--- config.mk ---
export PLATFORM = sky130hd
export DESIGN_NAME = tourn_bp
export DESIGN_NICKNAME = d
export VERILOG_FILES = /design/src/rtl/tbp_pkg.sv /design/src/rtl/tbp_ctr_table.sv /design/src/rtl/tbp_hist_reg.sv /design/src/rtl/tourn_bp.sv
export SDC_FILE = /design/constraint.sdc
export NUM_CORES = 2
export LEC_CHECK = 0
export ABC_AREA = 1
export CAP_MARGIN = 20
export CORE_ASPECT_RATIO = 2
export CORE_UTILIZATION = 30
export CTS_CLUSTER_DIAMETER = 40
export DETAILED_ROUTE_END_ITERATION = 12
export HOLD_SLACK_MARGIN = 0.05
export PLACE_DENSITY_LB_ADDON = 0.08
export SETUP_SLACK_MARGIN = 0.3
export SLEW_MARGIN = 20
export SYNTH_ARGS = -nofsm -noshare
export SYNTH_HDL_FRONTEND = slang
export SYNTH_SLANG_ARGS = --single-unit
--- constraint.sdc ---
create_clock -name clk -period 4.35 [get_ports clk]
set_input_delay 1.0875 -clock clk [delete_from_list [all_inputs] [get_ports clk]]
set_output_delay 1.0875 -clock clk [all_outputs]
set_load 0.05 [all_outputs]
--- src/rtl/tbp_pkg.sv ---
package tbp_pkg;

  typedef logic [1:0] ctr2_t;

  localparam ctr2_t CTR_STRONG_NT = 2'd0;
  localparam ctr2_t CTR_WEAK_NT   = 2'd1;
  localparam ctr2_t CTR_STRONG_T  = 2'd3;

  // Saturating one-step move of a two-bit counter.
  function automatic ctr2_t ctr_step(input ctr2_t cur, input logic up);
    ctr2_t res;
    if (up) res = (cur == CTR_STRONG_T) ? cur : cur + 2'd1;
    else    res = (cur == CTR_STRONG_NT) ? cur : cur - 2'd1;
    return res;
  endfunction

  function automatic logic ctr_says_taken(input ctr2_t cur);
    return cur[1];
  endfunction

endpackage

--- src/rtl/tbp_ctr_table.sv ---
module tbp_ctr_table
  import tbp_pkg::*;
#(
  parameter int IDX_W = 8
) (
  input  logic             clk,
  input  logic             rst_n,
  input  logic [IDX_W-1:0] rd_idx,
  output ctr2_t            rd_ctr,
  input  logic             wr_en,
  input  logic [IDX_W-1:0] wr_idx,
  input  logic             wr_up
);

  localparam int DEPTH = 1 << IDX_W;

  ctr2_t mem [DEPTH];
  ctr2_t wr_cur;
  ctr2_t wr_nxt;

  assign rd_ctr = mem[rd_idx];
  assign wr_cur = mem[wr_idx];

  always_comb begin
    wr_nxt = ctr_step(wr_cur, wr_up);
  end

  always_ff @(posedge clk or negedge rst_n) begin
    if (!rst_n) begin
      for (int i = 0; i < DEPTH; i++) mem[i] <= CTR_WEAK_NT;
    end else if (wr_en) begin
      mem[wr_idx] <= wr_nxt;
    end
  end

  // saturation at the top of the range
  assert_sat_high_R2: assert property (@(posedge clk) disable iff (!rst_n)
    (wr_en && wr_up && wr_cur == CTR_STRONG_T) |=> mem[$past(wr_idx)] == CTR_STRONG_T);

  // saturation at the bottom of the range
  assert_sat_low_R2: assert property (@(posedge clk) disable iff (!rst_n)
    (wr_en && !wr_up && wr_cur == CTR_STRONG_NT) |=> mem[$past(wr_idx)] == CTR_STRONG_NT);

endmodule

--- src/rtl/tbp_hist_reg.sv ---
module tbp_hist_reg #(
  parameter int HIST_W = 8
) (
  input  logic              clk,
  input  logic              rst_n,
  input  logic              shift_en,
  input  logic              shift_bit,
  output logic [HIST_W-1:0] hist
);

  logic [HIST_W-1:0] hist_q;
  logic [HIST_W-1:0] hist_d;

  always_comb begin
    hist_d = hist_q;
    if (shift_en) hist_d = {hist_q[HIST_W-2:0], shift_bit};
  end

  always_ff @(posedge clk or negedge rst_n) begin
    if (!rst_n) hist_q <= '0;
    else        hist_q <= hist_d;
  end

  assign hist = hist_q;

  // outcome enters at bit 0, older bits move up
  assert_hist_shift_R5: assert property (@(posedge clk) disable iff (!rst_n)
    shift_en |=> (hist_q[0] == $past(shift_bit)) &&
                 (hist_q[HIST_W-1:1] == $past(hist_q[HIST_W-2:0])));

  // history holds without an update
  assert_hist_hold_R11: assert property (@(posedge clk) disable iff (!rst_n)
    !shift_en |=> $stable(hist_q));

endmodule

--- src/rtl/tourn_bp.sv ---
module tourn_bp
  import tbp_pkg::*;
#(
  parameter int PC_W      = 32,
  parameter int BIM_IDX_W = 8,
  parameter int COR_IDX_W = 8,
  parameter int CHO_IDX_W = 8,
  parameter int HIST_W    = 8
) (
  input  logic              clk,
  input  logic              rst_n,
  input  logic [PC_W-1:0]   lkp_pc,
  output logic              lkp_taken,
  output logic              lkp_bim_taken,
  output logic              lkp_cor_taken,
  output logic [HIST_W-1:0] lkp_hist,
  input  logic              upd_valid,
  input  logic [PC_W-1:0]   upd_pc,
  input  logic [HIST_W-1:0] upd_hist,
  input  logic              upd_taken,
  input  logic              upd_bim_pred,
  input  logic              upd_cor_pred
);

  localparam int PC_LSB = 2;

  logic [BIM_IDX_W-1:0] bim_rd_idx, bim_wr_idx;
  logic [COR_IDX_W-1:0] cor_rd_idx, cor_wr_idx;
  logic [CHO_IDX_W-1:0] cho_rd_idx, cho_wr_idx;
  ctr2_t                bim_ctr, cor_ctr, cho_ctr;
  logic                 cho_wr_en, cho_wr_up;
  logic [HIST_W-1:0]    ghr;
  logic                 unused_pc_bits;

  assign unused_pc_bits = ^{lkp_pc, upd_pc};

  // Index formation
  always_comb begin
    bim_rd_idx = lkp_pc[BIM_IDX_W+PC_LSB-1:PC_LSB];
    bim_wr_idx = upd_pc[BIM_IDX_W+PC_LSB-1:PC_LSB];
    cor_rd_idx = lkp_pc[COR_IDX_W+PC_LSB-1:PC_LSB] ^ COR_IDX_W'(ghr);
    cor_wr_idx = upd_pc[COR_IDX_W+PC_LSB-1:PC_LSB] ^ COR_IDX_W'(upd_hist);
    cho_rd_idx = lkp_pc[CHO_IDX_W+PC_LSB-1:PC_LSB];
    cho_wr_idx = upd_pc[CHO_IDX_W+PC_LSB-1:PC_LSB];
  end

  // Selector training: only on disagreement, toward the component that was right
  always_comb begin
    cho_wr_en = upd_valid && (upd_bim_pred != upd_cor_pred);
    cho_wr_up = (upd_cor_pred == upd_taken);
  end

  tbp_ctr_table #(.IDX_W(BIM_IDX_W)) u_bim (
    .clk(clk), .rst_n(rst_n),
    .rd_idx(bim_rd_idx), .rd_ctr(bim_ctr),
    .wr_en(upd_valid), .wr_idx(bim_wr_idx), .wr_up(upd_taken)
  );

  tbp_ctr_table #(.IDX_W(COR_IDX_W)) u_cor (
    .clk(clk), .rst_n(rst_n),
    .rd_idx(cor_rd_idx), .rd_ctr(cor_ctr),
    .wr_en(upd_valid), .wr_idx(cor_wr_idx), .wr_up(upd_taken)
  );

  tbp_ctr_table #(.IDX_W(CHO_IDX_W)) u_cho (
    .clk(clk), .rst_n(rst_n),
    .rd_idx(cho_rd_idx), .rd_ctr(cho_ctr),
    .wr_en(cho_wr_en), .wr_idx(cho_wr_idx), .wr_up(cho_wr_up)
  );

  tbp_hist_reg #(.HIST_W(HIST_W)) u_hist (
    .clk(clk), .rst_n(rst_n),
    .shift_en(upd_valid), .shift_bit(upd_taken), .hist(ghr)
  );

  always_comb begin
    lkp_bim_taken = ctr_says_taken(bim_ctr);
    lkp_cor_taken = ctr_says_taken(cor_ctr);
    lkp_taken     = ctr_says_taken(cho_ctr) ? lkp_cor_taken : lkp_bim_taken;
    lkp_hist      = ghr;
  end

  // the final guess always comes from one of the components
  assert_final_from_component_R6: assert property (@(posedge clk) disable iff (!rst_n)
    (lkp_taken == lkp_bim_taken) || (lkp_taken == lkp_cor_taken));

  initial begin
    assert_params_R4: assert (HIST_W >= 2 && HIST_W <= COR_IDX_W && PC_W >= PC_LSB + COR_IDX_W
                              && PC_W >= PC_LSB + BIM_IDX_W && PC_W >= PC_LSB + CHO_IDX_W);
  end

endmodule

==> Flow_metrics.wiki <==
{| class="wikitable"
! Metric !! Value
|-
| Core outline area || 291000 um2
|-
| Post-Place Cell Area || 102000 um2
|-
| Number of global-route vias before repair || 92400
|-
| Cell Count, Final, Fillers Out || 17200
|-
| Met3 track demand over resource || 3.32%
|-
| Post-synth cell types || 31
|-
| Final slew viol count || 0
|-
| Cells taking the most area after synthesis || sky130_fd_sc_hd__dfstp_2 23%, sky130_fd_sc_hd__nand2_1 22%, sky130_fd_sc_hd__dfrtp_1 22%
|-
| Most frequent standard cell in the layout excluding fill and tap cells || sky130_fd_sc_hd__nand2_1
|-
| Proportion of synthesized chip area in sequential cells || 45.1%
|-
| Slew margin rel. || 25.0%
|-
| Count of nets after finishing || 13300
|-
| Area overhead of the layout relative to synthesis || 27.0%
|-
| Slew of the pin with the lowest slew margin || 1.13 ns
|-
| Number of detailed-routing iterations run before antenna repair || 6
|-
| Wire per inst || 26.1 um
|-
| Leak pwr || 51.5 nW
|-
| Commonest non-fill, non-tap cells in the layout || 5165 x sky130_fd_sc_hd__nand2_1, 1736 x sky130_fd_sc_hd__nand3_1, 922 x sky130_fd_sc_hd__inv_1, 864 x sky130_fd_sc_hd__buf_4, 774 x sky130_fd_sc_hd__dfrtp_1
|-
| Fmax || 217 MHz
|-
| Area of the die || 295000 um2
|-
| Pwr per Cell Area || 390 nW/um2
|-
| Met1 usage || 31.7%
|-
| Fraction of layout instances using a drive strength above 1 || 19.3%
|-
| Final antenna-violating net count || 0
|-
| Crit path setup slack, layout || -0.254 ns
|-
| Unrepaired setup endpoints after global routing || true
|-
| Busiest grt layer || met2
|-
| Number of placed I/O pins || 89
|-
| Fill cells || 30100
|-
| Top fanout value on the critical path || 8
|-
| Finish-stage setup viols || 3
|-
| H-tree Lvls || 4
|-
| Number of cells produced by synthesis || 12600
|-
| Initial antenna violation count || 7
|-
| RePlAce Congestion || 0.964
|-
| Number of nets in the synthesized netlist || 12700
|-
| Cell Count Post-Placement || 16800
|-
| Most used DFF post-synth || sky130_fd_sc_hd__dfrtp_1
|-
| Min cycle time layout || 4.60 ns
|-
| Cell type with the largest total area after synthesis || sky130_fd_sc_hd__dfstp_2
|-
| Class of the tightest hold or removal check || flop to flop
|-
| Starting Density || 30.2%
|-
| Clock sink total || 1544
|-
| Async set-reset flop share out of synthesis || 100%
|-
| Kind of critical path || flop to output pin
|-
| Required time of the worst setup path || 3.26 ns
|-
| Met2 Usage GRT || 52.7%
|-
| Iteration-0 DRC count of the detailed router || 8406
|-
| Detailed Route WL || 449 mm
|-
| Final worst path period share || 106%
|-
| Site Rows || 280
|-
| Total non-filler cell area in the finished layout || 111000 um2
|-
| Number of port buffers || 40
|-
| Pin count of the biggest net entering global routing || 107
|-
| Drt drc || 0
|-
| Critical Path End Type || output pin
|-
| Startpoint kind of the worst setup timing path || flop
|-
| Later-pin clock latency in the skew report || 0.93 ns
|-
| Result of the run || complete, but fails checks
|-
| Register clock-pin slew on the reported worst setup and hold paths || 0.07 ns
|-
| Number of storage elements in the synthesis netlist || 1544
|-
| Total Power || 43.5 mW
|-
| Area of the mapped netlist || 87700 um2
|-
| Clock tree from TritonCTS || done
|-
| Die height || 767 um
|-
| Yosys synthesis warning count || 0
|-
| Summed negative setup slack over all endpoints || -0.676 ns
|-
| Die W || 384 um
|-
| Average size of a mapped cell || 6.96 um2
|-
| Max-Cap Viols || 0
|-
| Violations in the final reports || negative setup slack
|-
| Global Route Usage Sum || 29.8%
|-
| Share of Yosys cell area claimed by the top area cell type || 23.0%
|-
| DPL Wire Length || 302 mm
|-
| Wire length of the first global-routing pass || 645 mm
|-
| EDFF count, synth || 0
|-
| Residual overflow from global routing || 0
|-
| Number of buffers on the longest clock path || 4
|-
| CTS buffer count || 212
|-
| Clock root buffer master || sky130_fd_sc_hd__clkbuf_16
|-
| Vias post-DR || 92200
|-
| Maximum vdd ir drop || 0.000284 V
|-
| Arr. time, crit path || 3.52 ns
|-
| Hold Violations, Final || 0
|-
| Via-to-Cell Ratio || 5.35
|-
| Final Skew || 0.0538 ns
|}
-- timing repair --
action | in CTS | in global routing
gates cloned | 21 | 6
setup endpoints to repair | 386 | 1122
buffers inserted | 29 | 21
hold buffers | 1 | 0
pin swaps | 35 | 53
gates resized for setup | 157 | 134
endpoints found under the hold margin | 4 | 0
-- cell usage after synthesis (4+ instances only) --
| cell type | n |
|---|---|
| sky130_fd_sc_hd__nand2_1 | 5194 |
| sky130_fd_sc_hd__nand3_1 | 1796 |
| sky130_fd_sc_hd__inv_1 | 940 |
| sky130_fd_sc_hd__dfrtp_1 | 776 |
| sky130_fd_sc_hd__dfstp_2 | 768 |
| sky130_fd_sc_hd__nor2_1 | 639 |
| sky130_fd_sc_hd__nor3_1 | 547 |
| sky130_fd_sc_hd__a22oi_1 | 503 |
| sky130_fd_sc_hd__clkbuf_1 | 364 |
| sky130_fd_sc_hd__buf_2 | 337 |
| sky130_fd_sc_hd__o21ai_0 | 296 |
| sky130_fd_sc_hd__o22ai_1 | 89 |
| sky130_fd_sc_hd__buf_1 | 85 |
| sky130_fd_sc_hd__buf_4 | 45 |
| sky130_fd_sc_hd__o211ai_1 | 44 |
| sky130_fd_sc_hd__a21oi_1 | 37 |
| sky130_fd_sc_hd__nand4_1 | 34 |
| sky130_fd_sc_hd__clkinv_1 | 23 |
| sky130_fd_sc_hd__o21bai_1 | 18 |
| sky130_fd_sc_hd__xnor2_1 | 15 |
| sky130_fd_sc_hd__buf_6 | 13 |
| sky130_fd_sc_hd__o21ai_1 | 12 |
| sky130_fd_sc_hd__inv_2 | 9 |
| sky130_fd_sc_hd__or2_2 | 8 |
| sky130_fd_sc_hd__xor2_1 | 4 |
-- power by group --
part / internal (mW) / switching [mW] / total [mW]
Sequential: 15.4 / 0.505 / 16.0
Combinational: 2.91 / 5.78 / 8.69
Clock: 11.0 / 7.78 / 18.8
-- flip-flops by register name (all words and copies together), names as in the netlist --
| signal | cells |
|---|---|
| u_cor.mem | 512 |
| u_cho.mem | 512 |
| u_bim.mem | 512 |
| u_hist.hist | 8 |
-- kinds of logic after synthesis --
family,count (synthesis),share of synthesized area (%)
buffers and inverters,1818,8.56
DFF,1544,45.1
xor gates and xnor gates,19,0.190
and+or+nand+nor,8225,38.7
AOI/OAI and AO/OA,1000,7.45
-- stage by stage --
stage | hold slack, ns | util (%) | worst slack, ns
CTS | 0.466 | 38.0 | -0.273
global placement | 0.454 | 34.9 | -0.801
finish | 0.464 | 38.3 | -0.254
global route | 0.472 | 38.3 | -0.332
floorplan | 0.446 | - | 0.307
detailed placement | 0.455 | 34.9 | -0.797
-- routing by layer --
metal,up-vias,part of all wire [%],wire length (um)
met2,3571,50,226000
met1,45500,35,158000
met5,-,0.0027,12
li1,41900,-,-
met3,1243,4.9,21900
met4,2,9.7,43700
-- cell type report --
| class | count | area, um2 | share of cell area [%] |
|---|---|---|---|
| clock inverters | 131 | 1540 | 1.38 |
| repair buffers | 1268 | 14400 | 12.9 |
| diodes | 3 | 7.51 | 0.00674 |
| flip-flops and latches | 1544 | 39600 | 35.5 |
| inverters | 972 | 3720 | 3.34 |
| well taps | 3807 | 4760 | 4.27 |
| clock buffers | 259 | 5840 | 5.24 |
| multi-input cells | 9245 | 41600 | 37.3 |
-- worst paths after layout --
kind,from,to,slack [ns],depth (start not counted)
max in group asynchronous,rst_n,u_bim.mem[327],2.16,3
max,u_hist.hist[0],lkp_cor_taken,-0.25,16
min reg2reg,u_bim.mem[504],u_bim.mem[504],0.46,2
max reg2reg,u_bim.mem[113],u_bim.mem[123],1.36,17
min,u_bim.mem[504],u_bim.mem[504],0.46,2
min in group asynchronous,rst_n,u_cor.mem[495],0.67,2
-- critical path, stage by stage (launching register included) --
cell,delay (ns)
sky130_fd_sc_hd__dfrtp_2,0.45
sky130_fd_sc_hd__buf_6,0.14
sky130_fd_sc_hd__nand2_8,0.07
sky130_fd_sc_hd__nand2_8,0.15
sky130_fd_sc_hd__buf_12,0.19
sky130_fd_sc_hd__buf_16,0.17
sky130_fd_sc_hd__buf_16,0.17
sky130_fd_sc_hd__o21ai_0,0.22
sky130_fd_sc_hd__o22ai_2,0.14
sky130_fd_sc_hd__nand2_1,0.09
sky130_fd_sc_hd__nand3_2,0.08
sky130_fd_sc_hd__nand3_2,0.11
sky130_fd_sc_hd__nand3_2,0.06
sky130_fd_sc_hd__nand3_1,0.11
sky130_fd_sc_hd__nand3_2,0.09
sky130_fd_sc_hd__and2_4,0.19
sky130_fd_sc_hd__buf_8,0.15
No activity file was read; power rests on OpenSTA's default activity.
